[config.mk]
export PLATFORM = sky130hd
export DESIGN_NAME = sysio_decode
export DESIGN_NICKNAME = d
export VERILOG_FILES = /design/src/rtl/sysio_pkg.sv /design/src/rtl/sysio_addr_dec.sv /design/src/rtl/sysio_regs.sv /design/src/rtl/sysio_rd_path.sv /design/src/rtl/sysio_decode.sv
export SDC_FILE = /design/constraint.sdc
export NUM_CORES = 1
export LEC_CHECK = 0
export BUFFER_PORTS_ARGS = -buffer_cell sky130_fd_sc_hd__buf_2
export CORE_ASPECT_RATIO = 0.5
export CORE_MARGIN = 3
export CORE_UTILIZATION = 30
export CTS_BUF_LIST = sky130_fd_sc_hd__clkbuf_4 sky130_fd_sc_hd__clkbuf_8
export CTS_CLUSTER_SIZE = 40
export DETAILED_ROUTE_END_ITERATION = 8
export GPL_TIMING_DRIVEN = 0
export SLEW_MARGIN = 10
export SYNTH_ARGS = -nofsm -noshare
export SYNTH_HDL_FRONTEND = slang
export SYNTH_SLANG_ARGS = --single-unit
[constraint.sdc]
create_clock -name clk -period 0.8 [get_ports clk]
set_input_delay 0.08 -clock clk [delete_from_list [all_inputs] [get_ports clk]]
set_output_delay 0.08 -clock clk [all_outputs]
set_load 0.005 [all_outputs]
[src/rtl/sysio_pkg.sv]
package sysio_pkg;

  localparam logic [7:0] DISP_LO = 8'hFF;
  localparam logic [7:0] KBD_LO  = 8'hFE;
  localparam logic [7:0] JOY_LO  = 8'h1F;

  typedef struct packed {
    logic       spare;
    logic       irq_off;
    logic [2:0] pal;
    logic [2:0] mode;
  } disp_t;

  typedef struct packed {
    logic       beep;
    logic       mic;
    logic [2:0] border;
  } fe_t;

  function automatic logic [7:0] kbd_byte(input logic [4:0] cols);
    return {3'b111, cols};
  endfunction

  function automatic logic [7:0] joy_byte(input logic [7:0] lines);
    return lines & 8'hBF;
  endfunction

endpackage

[src/rtl/sysio_addr_dec.sv]
module sysio_addr_dec
  import sysio_pkg::*;
#(
  parameter int ADDR_W = 16
) (
  input  logic [ADDR_W-1:0]             addr,
  output logic                          disp_sel,
  output logic                          kbd_sel,
  output logic                          joy_sel,
  output logic [$clog2(ADDR_W-8)-1:0]   row_idx
);
  localparam int ROWS  = ADDR_W - 8;
  localparam int ROW_W = $clog2(ROWS);

  logic [ROWS-1:0] row_match;
  logic            hi_zero;

  for (genvar g = 0; g < ROWS; g++) begin : g_row
    assign row_match[g] = (addr[ADDR_W-1:8] == ~(ROWS'(1) << g));
  end

  always_comb begin
    row_idx = '0;
    for (int i = 0; i < ROWS; i++)
      if (row_match[i]) row_idx = ROW_W'(i);
  end

  assign hi_zero  = (addr[ADDR_W-1:8] == '0);
  assign disp_sel = hi_zero && (addr[7:0] == DISP_LO);
  assign joy_sel  = hi_zero && (addr[7:0] == JOY_LO);
  assign kbd_sel  = (|row_match) && (addr[7:0] == KBD_LO);
endmodule

[src/rtl/sysio_regs.sv]
module sysio_regs
  import sysio_pkg::*;
(
  input  logic       clk,
  input  logic       rst_n,
  input  logic       wr_disp,
  input  logic       wr_fe,
  input  logic [7:0] wdata,
  output disp_t      disp_q,
  output fe_t        fe_q
);
  always_ff @(posedge clk or negedge rst_n) begin
    if (!rst_n) begin
      disp_q <= '0;
      fe_q   <= '0;
    end else begin
      if (wr_disp) disp_q <= disp_t'(wdata);
      if (wr_fe)   fe_q   <= fe_t'(wdata[4:0]);
    end
  end
endmodule

[src/rtl/sysio_rd_path.sv]
module sysio_rd_path
  import sysio_pkg::*;
#(
  parameter int ROWS = 8,
  parameter int COLS = 5
) (
  input  logic                     clk,
  input  logic                     rst_n,
  input  logic                     rd,
  input  logic                     disp_sel,
  input  logic                     kbd_sel,
  input  logic                     joy_sel,
  input  logic [$clog2(ROWS)-1:0]  row_idx,
  input  logic [ROWS*COLS-1:0]     key_n,
  input  logic [7:0]               joy_in,
  input  disp_t                    disp_q,
  output logic [7:0]               rd_data,
  output logic                     rd_valid
);
  logic [COLS-1:0] rows_a [ROWS];
  logic [7:0]      mux_d;
  logic            hit;

  for (genvar g = 0; g < ROWS; g++) begin : g_slice
    assign rows_a[g] = key_n[g*COLS +: COLS];
  end

  assign hit = disp_sel | kbd_sel | joy_sel;

  always_comb begin
    mux_d = '0;
    if (disp_sel)     mux_d = disp_q;
    else if (kbd_sel) mux_d = kbd_byte(rows_a[row_idx]);
    else if (joy_sel) mux_d = joy_byte(joy_in);
  end

  always_ff @(posedge clk or negedge rst_n) begin
    if (!rst_n) begin
      rd_valid <= 1'b0;
      rd_data  <= '0;
    end else begin
      rd_valid <= rd && hit;
      rd_data  <= (rd && hit) ? mux_d : '0;
    end
  end
endmodule

[src/rtl/sysio_decode.sv]
module sysio_decode
  import sysio_pkg::*;
#(
  parameter int ADDR_W = 16,
  parameter int COLS   = 5
) (
  input  logic                           clk,
  input  logic                           rst_n,
  input  logic [ADDR_W-1:0]              io_addr,
  input  logic                           io_rd,
  input  logic                           io_wr,
  input  logic [7:0]                     io_wdata,
  input  logic [(ADDR_W-8)*COLS-1:0]     key_n,
  input  logic [7:0]                     joy_in,
  output logic [7:0]                     rd_data,
  output logic                           rd_valid,
  output logic [2:0]                     scr_mode,
  output logic [2:0]                     hires_pal,
  output logic                           tick_irq_en,
  output logic [2:0]                     border,
  output logic                           mic_out,
  output logic                           beep_out
);
  localparam int ROWS  = ADDR_W - 8;
  localparam int ROW_W = $clog2(ROWS);

  logic             disp_sel, kbd_sel, joy_sel;
  logic [ROW_W-1:0] row_idx;
  logic             wr_disp_ev, wr_fe_ev;
  disp_t            disp_q;
  fe_t              fe_q;

  sysio_addr_dec #(.ADDR_W(ADDR_W)) u_dec (
    .addr     (io_addr),
    .disp_sel (disp_sel),
    .kbd_sel  (kbd_sel),
    .joy_sel  (joy_sel),
    .row_idx  (row_idx)
  );

  assign wr_disp_ev = io_wr && disp_sel;
  assign wr_fe_ev   = io_wr && kbd_sel;

  sysio_regs u_regs (
    .clk     (clk),
    .rst_n   (rst_n),
    .wr_disp (wr_disp_ev),
    .wr_fe   (wr_fe_ev),
    .wdata   (io_wdata),
    .disp_q  (disp_q),
    .fe_q    (fe_q)
  );

  sysio_rd_path #(.ROWS(ROWS), .COLS(COLS)) u_rd (
    .clk      (clk),
    .rst_n    (rst_n),
    .rd       (io_rd),
    .disp_sel (disp_sel),
    .kbd_sel  (kbd_sel),
    .joy_sel  (joy_sel),
    .row_idx  (row_idx),
    .key_n    (key_n),
    .joy_in   (joy_in),
    .disp_q   (disp_q),
    .rd_data  (rd_data),
    .rd_valid (rd_valid)
  );

  assign scr_mode    = disp_q.mode;
  assign hires_pal   = disp_q.pal;
  assign tick_irq_en = ~disp_q.irq_off;
  assign border      = fe_q.border;
  assign mic_out     = fe_q.mic;
  assign beep_out    = fe_q.beep;
endmodule

Yosys cells after proc, flatten, opt, wreduce, memory -nomap -nowiden. Cells that the tools add are included.

Reductions and logical operators: 8. $lt $le $gt $ge: 1. Muxes and demuxes: 14. Equality and inequality tests: 11. Bitwise gates (word level): 4.

Operator list (count): 8-bit == test, second input constant (9); 8-bit 2-to-1 mux (4); 5-bit binary-select mux with 3-bit select (1); 3-bit 2-to-1 mux (4); 5-bit 2-to-1 mux (2); 8-bit by 5-bit == test with 1-bit output, second input constant (1); 8-bit by 7-bit == test with 1-bit output, second input constant (1); 8-bit zero test (1); 8-bit OR reduction (1); 1-bit logical AND (6); 4-bit greater-or-equal comparator, second input constant (1); 2-bit 2-to-1 mux (2); 3-bit inverter with 4-bit output (1); 1-bit OR (2); 1-bit 2-to-1 mux (1); 1-bit inverter (1).

Bits of input ports: 76. Register bits after elaboration: 22.

Longest topological paths before layout. Gate-level depths: netlist (run 1).

Depth after elaboration: 15. Mapped depth: 9.

Cells and area by module. Synthesis (run 1) repeated with hierarchy kept, for this count alone.

Cell total of the unflattened synthesis: 151. Area, all modules: 1615.3 um2.

Modules (own cells, without submodules): sysio_rd_path (sequential area each 225.2 um2, area each 805.8 um2, cells each 82, instances 1); sysio_regs (sequential area each 325.3 um2, area each 513.0 um2, cells each 27, instances 1); sysio_addr_dec (sequential area each 0.0 um2, area each 280.3 um2, cells each 39, instances 1); sysio_decode (sequential area each 0.0 um2, area each 16.3 um2, cells each 3, instances 1).

Worst setup path before layout (run 1). Ideal clock, no wire load.

Path type: input to register. From: in io_addr[15]. To: reg u_rd.rd_data[2]. Data arrival time: 1695 ps. Data required time: 689 ps. Path buffers: 2. Stages: 8. Setup slack: -1006 ps. Cells stage by stage: buf_4 and4b_1 a311oi_4 or2b_4 buf_12 a211oi_1 o21a_1 a2111oi_2.

Cells in the longest elaborated chain, start to end: 15. Elaborated cells on any way between the ends: 31.

Ends and longest elaborated chain: start: declaration (line sysio_decode.sv:9) `input logic [ADDR_W-1:0] io_addr,`; 8-bit == test (line sysio_addr_dec.sv:19) `assign row_match[g] = (addr[ADDR_W-1:8] == ~(ROWS'(1) << g));`; 1-bit 2-to-1 mux (line sysio_addr_dec.sv:25) `if (row_match[i]) row_idx = ROW_W'(i);`; 2-bit 2-to-1 mux (2 in series) (line sysio_addr_dec.sv:25); 3-bit 2-to-1 mux (4 in series) (line sysio_addr_dec.sv:25); 3-bit inverter with 4-bit output (not written as such) (line sysio_rd_path.sv:33) `else if (kbd_sel) mux_d = kbd_byte(rows_a[row_idx]);`; 5-bit binary-select mux with 3-bit select (line sysio_rd_path.sv:33); 5-bit 2-to-1 mux (not written as such) (2 in series) (line sysio_rd_path.sv:33); 8-bit 2-to-1 mux (line sysio_rd_path.sv:33); 8-bit 2-to-1 mux (line sysio_rd_path.sv:32) `if (disp_sel) mux_d = disp_q;`; 8-bit 2-to-1 mux * (line sysio_rd_path.sv:43) `rd_data <= (rd && hit) ? mux_d : '0;`; end signal: assignment (line sysio_rd_path.sv:43); end: declaration (line sysio_rd_path.sv:17) `output logic [7:0] rd_data,`.

Every way passes the cells marked *; elsewhere a longest branch is shown, timed or not. The select of a mux whose other input is x is not followed. A chain may end at the register's enable or synchronous reset.

Final worst setup path (run 1).
From: in io_addr[15]. To: reg u_rd.rd_data[3].

The elaborated chain is that of the path after synthesis.

==> flow_summary.yaml, run 1 <==
detailed_routing:
  drt-initial-drc-count: 68
  dr.pass1.iters: 4
  vias: 1848
  via_per_inst: 4.97
  wl_microns: 5750
  ant_nets: 0
  drc_errors: 0
  routedWlPerCell_microns: 15.4
yosys:
  synth_cells: 188
  synth_common_cells: "nand2_1, nor2_1, dfrtp_1"
  ys_seq_area_share_pct: 32.4
  avgSynthCellArea_sq_um: 9.05
  ys.flop_type: "dfrtp_1"
  synthTopCellsByArea: "dfrtp_1, mux2_2, a211oi_1, nand2_1, nor2_1"
  syn-num-nets: 264
  yosys.area.top_type: "dfrtp_1"
  synth_area_sq_um: 1700
  async_reset_ff_share_pct: 100
  synth_edf_count: 0
  ys_ff_latch: 22
  yosys_warnings: 0
  yosysTopAreaCellShare_pct: 32.4
  synth_most_common_cell: "nand2_1"
  synthDistinctLibCells: 43
clock_tree:
  clockBufferDepth: 2
  numCtsBuffers: 3
  h-tree-depth: 1
  cts_sinks: 22
  clock_latency_ns: 0.26
  cts_tree: "done"
  cts_root_buffer: "clkbuf_8"
  path_clk_slew_ns: 0.08
hold_path:
  holdCritStartpoint: "io_wdata[6]"
  hold_class: "input pin to register"
  hold_path_end: "u_regs.disp_q[6]"
  hold_depth: 2
worst_setup_path:
  required_ns: 0.95
  cp.arrival_ns: 1.59
  crit_path_max_fanout: 5
  reg2reg_from: "u_regs.disp_q[3]"
  cp-start-kind: "input pin"
  end_kind: "register"
  worst_path_largest_cell_delay_ns: 0.28
  regToRegSetupSlack_ns: -0.18
  r2r_end: "u_rd.rd_data[3]"
  critPathKind: "input pin to register"
  rr_worst_depth: 2
  cp_slowest_cell: "a311oi_4"
  crit_chain: "buf_16 -> and4b_1 -> a311oi_4 -> or2b_4 -> clkbuf_16 -> a211oi_2 -> o21a_2 -> a2111oi_4"
timing:
  drv_slew: 0
  hold_viol: 0
  setup_viol: 43
  fin_skew_ns: 0.00637
  rsz0062_at_grt: "yes"
  fmax_mhz: 694
  relSlewSlack_pct: 61.9
  worst_slack_ns: -0.641
  period_minus_slack_ns: 1.44
  worst_pin_slew_ns: 0.570
  post-route-period-util_pct: 180
  finalSetupTns_ns: -13.09
finish:
  area_growth_pct: 70.1
  utilization_pct: 55.7
  nFillCells: 485
  drive_gt1_share_pct: 60.3
  nNetsFinal: 380
  antenna_cells: 0
status:
  violations: "negative setup slack"
  status: "finished, violations left"
die:
  rows: 18
  die_x_microns: 113
  die_area_sq_um: 6670
  initial_utilization_pct: 32.7
  die_h_microns: 59.3
  coreArea_sq_um: 5200
  io-pin-count: 97
pwr:
  leakagePower_uw: 0.00133
  p_per_area_nw_per_um2: 823
  peakVddDrop_mv: 0.609
run:
  maxCapViolations: 0
grt:
  overflow: 0
  grt_pass1_vias: 1843
  antenna_found_initial: 0
  grt_pass1_wl_microns: 8600
  grt_max_degree: 23
  grtUsageTotal_pct: 16.1
place:
  dp_hpwl_microns: 4200
  io_buffers: 90
  gp_congestion: 0.755
## registers in the layout, indices dropped and copies added (netlist names)
name           count
u_rd.rd_valid      1
u_rd.rd_data       8
u_regs.fe_q        5
u_regs.disp_q      8
## worst max path at each step
| stage | start | to | slack [ns] | cells past startpoint |
|---|---|---|---|---|
| 6_report | io_addr[15] | u_rd.rd_data[3] | -0.64 | 8 |
| 3_5_place_dp | io_addr[9] | u_rd.rd_data[3] | -1.27 | 8 |
| 4_1_cts | io_addr[15] | u_rd.rd_data[3] | -0.68 | 9 |
| 5_1_grt | io_addr[15] | u_rd.rd_data[1] | -0.73 | 8 |
| 3_3_place_gp | io_addr[9] | u_rd.rd_data[2] | -1.24 | 8 |
| 2_1_floorplan | io_addr[11] | u_rd.rd_data[2] | -1.0 | 8 |
## where the power goes
group | leakage [uW] | internal, uW | switching [uW]
combinational | 0.000999 | 328 | 264
clock | 0.0000216 | 336 | 342
sequential | 0.000308 | 1110 | 0.451
## area by class of cell
type / count / area (sq um) / share of cell area [%]
clock buffer: 3 / 41.3 / 1.43
multi-input combinational: 148 / 1230 / 42.6
timing repair buffer: 112 / 766 / 26.4
buffer: 16 / 214 / 7.39
sequential: 22 / 551 / 19.0
inverter: 1 / 3.75 / 0.130
tap: 70 / 87.6 / 3.03
## logic make-up (layout without fill, tap and decap cells)
| kind of cell | after synthesis | count (layout) | synth area share (%) |
|---|---|---|---|
| mux | 13 | 13 | 8.60 |
| flops | 22 | 22 | 32.4 |
| simple gates | 80 | 80 | 24.0 |
| xor+xnor | 3 | 3 | 1.54 |
| compound gates | 52 | 52 | 25.7 |
| buf+inv | 18 | 132 | 7.79 |
## through the flow
stage | power, uW | cells | setup WS [ns] | instance area [sq um] | hold WS, ns
floorplan | 1350 | 188 | -0.996 | 1800 | -0.216
global placement | 1600 | 348 | -1.24 | 2340 | 0.0668
detailed placement | 1610 | 348 | -1.27 | 2340 | 0.0794
CTS | 2370 | 368 | -0.682 | 2740 | 0.0482
global route | 2510 | 372 | -0.733 | 2900 | 0.0525
finish | 2380 | 372 | -0.641 | 2900 | 0.0493
## worst max-delay path, delay by kind of cell
kind            cells  cell delay [ns]
buf+inv             2             0.27
compound gates      4             0.80
simple gates        2             0.45
## metal layers
metal	wire (microns)	part of all wire (%)	global-route usage, %
met1	2570	45	21.4
met2	2870	50	28.5
met3	253	4.4	2.34
met4	54	0.94	3.60
met5	0	0	0
## cell usage in the layout (no fill, tap or decap), types with 2 or more instances in the layout
| cell type | netlist | final |
|---|---|---|
| nor4_4 | 0 | 2 |
| buf_12 | 1 | 3 |
| a21boi_1 | 0 | 2 |
| a2111oi_2 | 4 | 4 |
| and4b_1 | 2 | 2 |
| o21a_1 | 10 | 9 |
| buf_4 | 7 | 11 |
| buf_8 | 0 | 3 |
| a22oi_2 | 0 | 2 |
| a211oi_2 | 1 | 9 |
| buf_6 | 1 | 21 |
| o21ai_0 | 5 | 5 |
| mux2_2 | 13 | 11 |
| clkbuf_8 | 1 | 5 |
| nor2_2 | 0 | 2 |
| mux2_4 | 0 | 2 |
| nand4b_1 | 7 | 7 |
| nand2_4 | 0 | 3 |
| dfrtp_1 | 22 | 22 |
| and4_1 | 2 | 2 |
| clkbuf_16 | 0 | 3 |
| a211oi_1 | 19 | 11 |
| buf_2 | 3 | 83 |
| nand2_1 | 31 | 27 |
| nor2_1 | 24 | 21 |
## timing repair
item	4_1_cts	5_1_grt
pin swaps	12	19
endpoints found under the setup margin	43	43
resized for setup	45	26
cloned	2	2
buffers inserted	14	4
hold buffers	1	0
hold endpoints to repair	22	0
(Power assumes the default switching activity.)
==> inputs of run 2 (changes only) <==
CTS_CLUSTER_DIAMETER = 80   (was not set)
clock period = 1.6 ns   (was 0.8 ns; I/O delays follow)
==> run 2 against run 1 <==
  * The flow now finishes without violations
  * Combinational power down 54%
  * Non-clock buffer count down 10
  * Critical path depth unchanged
  * Worst hold slack better by 0.090 ns
  * Sequential share of layout area up 1.8 points
  * Wire length down 8.3%
  * Design area down 8.9%
  * Critical path type unchanged
  * Largest cell class unchanged
  * Highest routed layer unchanged
==> flow_summary.yaml, run 2 (same netlist as run 1, synthesis figures left out) <==
finish:
  antenna_cells: 0
  layout_common_cells: "buf_2, nand2_1, nor2_1, dfrtp_1, buf_4"
  final_area_sq_um: 2640
  final_common_cell: "buf_2"
  largestRegisters: "u_rd.rd_data x8, u_regs.disp_q x8, u_regs.fe_q x5"
  nNetsFinal: 370
  area_growth_pct: 55.1
  drive_gt1_share_pct: 57.0
die:
  rows: 18
  coreArea_sq_um: 5200
  die_h_microns: 59.3
  io-pin-count: 97
  die_area_sq_um: 6670
  die_x_microns: 113
  initial_utilization_pct: 32.7
timing:
  fmax_mhz: 637
  rsz0062_at_grt: "yes"
  setup_viol: 0
  post-route-period-util_pct: 98.2
  period_minus_slack_ns: 1.57
  finalSetupTns_ns: 0
  worst_slack_ns: 0.0294
  relSlewSlack_pct: 67.2
  drv_slew: 0
  fin_skew_ns: 0.00298
  hold_viol: 0
  worst_pin_slew_ns: 0.492
detailed_routing:
  vias: 1776
  routedWlPerCell_microns: 14.5
  ant_nets: 0
  wl_microns: 5270
  drc_errors: 0
  dr.pass1.iters: 5
  drt-initial-drc-count: 70
  via_per_inst: 4.89
grt:
  grtUsageTotal_pct: 15.1
  grt_pass1_wl_microns: 8120
  overflow: 0
  grt_pass1_vias: 1740
  antenna_found_initial: 0
  grt_max_degree: 23
worst_setup_path:
  crit_path_max_fanout: 5
  worst_path_largest_cell_delay_ns: 0.34
  critPathKind: "input pin to register"
  r2r_end: "u_rd.rd_data[1]"
  path_common_cell: "buf_12"
  cp.arrival_ns: 1.72
  regToRegSetupSlack_ns: 0.70
  crit_chain: "buf_12 -> and4b_1 -> a311oi_4 -> or2b_4 -> buf_12 -> a211oi_2 -> o21a_1 -> a2111oi_2"
  required_ns: 1.75
  cp-start-kind: "input pin"
  end_kind: "register"
  cp_slowest_cell: "a2111oi_2"
  rr_worst_depth: 2
  reg2reg_from: "u_regs.disp_q[1]"
clock_tree:
  clockBufferDepth: 2
  path_clk_slew_ns: 0.08
  cts_root_buffer: "clkbuf_8"
  clock_latency_ns: 0.26
  cts_sinks: 22
  h-tree-depth: 1
  numCtsBuffers: 3
  cts_tree: "done"
pwr:
  peakVddDrop_mv: 0.338
  p_per_area_nw_per_um2: 462
  leakagePower_uw: 0.00121
  power_uw: 1220
place:
  place_area_sq_um: 2290
  io_buffers: 90
  place_worst_setup_slack_ns: -0.540
  gp_congestion: 0.819
  dp_hpwl_microns: 4160
status:
  status: "finished, final reports clean"
run:
  maxCapViolations: 0
hold_path:
  hold_depth: 2
  hold_path_end: "u_regs.disp_q[7]"
  hold_class: "input pin to register"
  holdCritStartpoint: "io_wdata[7]"
==> run 2: changes by cell type in the layout (fill, tap and decap cells not counted), sizes merged <==
| cell | before | now |
|---|---|---|
| buf | 122 | 111 |
| clkbuf | 8 | 10 |
==> run 2: per-layer routing <==
layer / global-route usage (%) / vias up / routed length (microns)
met1: 19.6 / 827 / 2350
met3: 1.43 / 4 / 222
met4: 4.79 / 0 / 44
met2: 27.0 / 44 / 2660
met5: 0 / - / 0
li1: - / 901 / -
==> run 2: worst max-delay path by stage <==
stage                start                to  slack [ns]
2_1_floorplan  io_addr[11]   u_rd.rd_data[2]       -0.28
3_3_place_gp    io_addr[9]   u_rd.rd_data[2]       -0.52
3_5_place_dp    io_addr[9]   u_rd.rd_data[2]       -0.54
4_1_cts         io_addr[9]  u_regs.disp_q[7]      -0.004
5_1_grt        io_addr[13]   u_rd.rd_data[1]       -0.02
6_report       io_addr[13]   u_rd.rd_data[2]        0.03
==> run 2: metrics by stage <==
stage | std cells | utilization (%) | hold slack [ns]
2_1_floorplan | 188 | - | -0.136
3_3_place_gp | 348 | 44.0 | 0.146
3_5_place_dp | 348 | 44.0 | 0.154
4_1_cts | 359 | 47.1 | 0.134
5_1_grt | 363 | 50.7 | 0.134
6_report | 363 | 50.7 | 0.139
==> run 2: worst max-delay path: cells and delay by family <==
family | cells | cell delay, ns
simple gates | 2 | 0.45
compound gates | 4 | 0.87
buf+inv | 2 | 0.23
==> run 2: area by class of cell <==
cell class,count,area [sq um]
Clock buffer,4,55.1
Buffer,16,180
Timing Repair Buffer,102,596
Inverter,1,3.75
Sequential cell,22,551
Multi-Input combinational cell,148,1170
Fill cell,507,2560
Tap cell,70,87.6
==> run 2: report_power, final <==
group          leakage, uW  total, uW  switching (uW)  internal (uW)
logic             0.000870        274             128            146
clock network    0.0000288        391             172            219
registers         0.000308        556           0.212            556
==> run 2: timing repair <==
item	in CTS	in global routing
endpoints found under the hold margin	22	0
resized for setup	9	35
setup buffers	6	2
hold buffers	1	0
endpoints found under the setup margin	13	20
pin swaps	5	18
gates cloned	0	3
==> inputs of run 3 (changes only) <==
CORE_UTILIZATION = 40   (was 30)
PLACE_DENSITY = 0.74   (was not set)
REMOVE_ABC_BUFFERS = 1   (was not set)
==> run 3 against run 2 <==
  * Die area is 23% lower
  * Clock power hardly changed
  * Worst hold slack worse by 0.0097 ns
  * Wire length is 1.1% higher
  * Non-clock buffer count is 6 lower
  * First-iteration DRC count is 4.3% lower
  * Total power is 0.30% higher
  * Largest cell class unchanged
  * Combinational power hardly changed
  * Highest routed layer unchanged
  * Clock-buffer cell count stayed put
  * Via count is 4.3% higher
  * Critical path depth stayed put
  * Core utilization is 12 points higher
  * Critical endpoint is now u_rd.rd_data[3]
==> flow_summary.yaml, run 3 (same netlist as run 1, synthesis figures left out) <==
worst_setup_path:
  reg2reg_from: "u_regs.disp_q[0]"
  regToRegSetupSlack_ns: 0.69
  cp-start-kind: "input pin"
  r2r_end: "u_rd.rd_data[0]"
  cp.arrival_ns: 1.74
  critPathKind: "input pin to register"
  rr_worst_depth: 2
  end_kind: "register"
  crit_path_max_fanout: 6
  required_ns: 1.76
timing:
  fin_skew_ns: 0.00234
  relSlewSlack_pct: 67.9
  finalSetupTns_ns: 0
  hold_viol: 0
  rsz0062_at_grt: "yes"
  post-route-period-util_pct: 99.2
  period_minus_slack_ns: 1.59
  worst_pin_slew_ns: 0.481
  holdWs_ns: 0.130
  drv_slew: 0
  setup_viol: 0
  fmax_mhz: 630
clock_tree:
  numCtsBuffers: 3
  cts_sinks: 22
  clock_latency_ns: 0.26
  cts_root_buffer: "clkbuf_8"
  h-tree-depth: 1
  path_clk_slew_ns: 0.08
  clockBufferDepth: 2
  cts_tree: "done"
place:
  gp_congestion: 0.817
  place_area_sq_um: 2120
  io_buffers: 95
  dp_hpwl_microns: 3730
detailed_routing:
  ant_nets: 0
  dr.pass1.iters: 5
  wl_microns: 5330
  vias: 1853
  via_per_inst: 5.40
  drt-initial-drc-count: 67
  routedWlPerCell_microns: 15.5
  drc_errors: 0
finish:
  nNetsFinal: 366
  area_growth_pct: 47.1
  layout_common_cells: "buf_2, nand2_1, nor2_1, dfrtp_1, a211oi_1"
  antenna_cells: 0
  final_area_sq_um: 2500
  drive_gt1_share_pct: 53.6
  largestRegisters: "u_rd.rd_data x8, u_regs.disp_q x8, u_regs.fe_q x5"
  final_common_cell: "buf_2"
pwr:
  p_per_area_nw_per_um2: 489
  p_sw_uw: 304
  clkPwrFrac_pct: 32.1
  p_int_uw: 920
  power_uw: 1220
  leakagePower_uw: 0.00113
  combPwrFrac_pct: 22.5
  peakVddDrop_mv: 0.705
  power_switching_share_pct: 24.9
  pwr-share-seq_pct: 45.4
grt:
  overflow: 0
  grtUsageTotal_pct: 18.5
  grt_pass1_wl_microns: 7680
  antenna_found_initial: 0
  grt_max_degree: 23
  grt_pass1_vias: 1699
run:
  maxCapViolations: 0
die:
  die_x_microns: 98.2
  coreArea_sq_um: 4000
  rows: 16
  die_area_sq_um: 5120
  io-pin-count: 97
  die_h_microns: 52.1
  initial_utilization_pct: 42.5
hold_path:
  hold_path_end: "u_regs.disp_q[6]"
  hold_class: "input pin to register"
  holdCritStartpoint: "io_wdata[6]"
  hold_depth: 2
status:
  status: "finished, final reports clean"
-- run 3: cell types whose count changed in the layout (fill, tap and decap cells not counted), sizes merged --
cell,change
or2b,+1
nand2b,+1
clkbuf,-6
-- run 3: area by class of cell --
cell class,instances,area (sq um)
Tap cell,54,67.6
Inverter,1,3.75
Clock buffer,4,55.1
Fill cell,345,1500
Multi-Input combinational cell,150,1160
Sequential cell,22,551
Timing Repair Buffer,112,661
-- run 3: worst max-delay path by stage --
stage | startpoint | to | slack [ns] | cells after the start
detailed placement | io_addr[15] | u_rd.rd_data[0] | -0.82 | 7
floorplan | io_addr[14] | u_rd.rd_data[0] | -0.22 | 6
global placement | io_addr[15] | u_rd.rd_data[0] | -0.67 | 7
CTS | io_addr[15] | u_rd.rd_data[0] | -0.07 | 7
global route | io_addr[9] | u_rd.rd_data[0] | -0.06 | 7
finish | io_addr[9] | u_rd.rd_data[3] | 0.01 | 8
-- run 3: worst max-delay path: stages --
cell,delay (ns)
buf_12,0.11
and4b_1,0.22
a311oi_4,0.38
or2b_4,0.24
buf_4,0.12
a211oi_1,0.06
o21a_1,0.25
a2111oi_4,0.21
-- run 3: timing repair --
action | CTS | global route
setup endpoints to repair | 20 | 20
pin swaps | 3 | 11
gates cloned | 0 | 2
hold buffers | 1 | 0
endpoints found under the hold margin | 22 | 0
gates resized for setup | 11 | 38
setup buffers | 4 | 12
-- run 3: layer usage --
layer | wire length [microns] | GRT usage, % | vias to the layer above
li1 | - | - | 904
met1 | 2230 | 22.8 | 879
met2 | 2740 | 33.8 | 64
met3 | 319 | 3.75 | 6
met4 | 47 | 4.31 | 0
met5 | 0 | 0 | -
-- run 3: through the flow --
step / utilization (%) / std cells / setup WS, ns
2_1_floorplan: - / 171 / -0.224
3_3_place_gp: 52.8 / 320 / -0.666
3_5_place_dp: 52.8 / 320 / -0.823
4_1_cts: 56.3 / 329 / -0.0694
5_1_grt: 62.5 / 343 / -0.0578
6_report: 62.5 / 343 / 0.0133
-- run 3: power by group through the flow --
stage | clock network (uW) | logic (uW) | registers, uW
4_1_cts | 397 | 220 | 556
3_3_place_gp | 0 | 199 | 567
5_1_grt | 428 | 295 | 556
3_5_place_dp | 0 | 205 | 567
6_report | 393 | 275 | 556
2_1_floorplan | 0 | 69.7 | 567
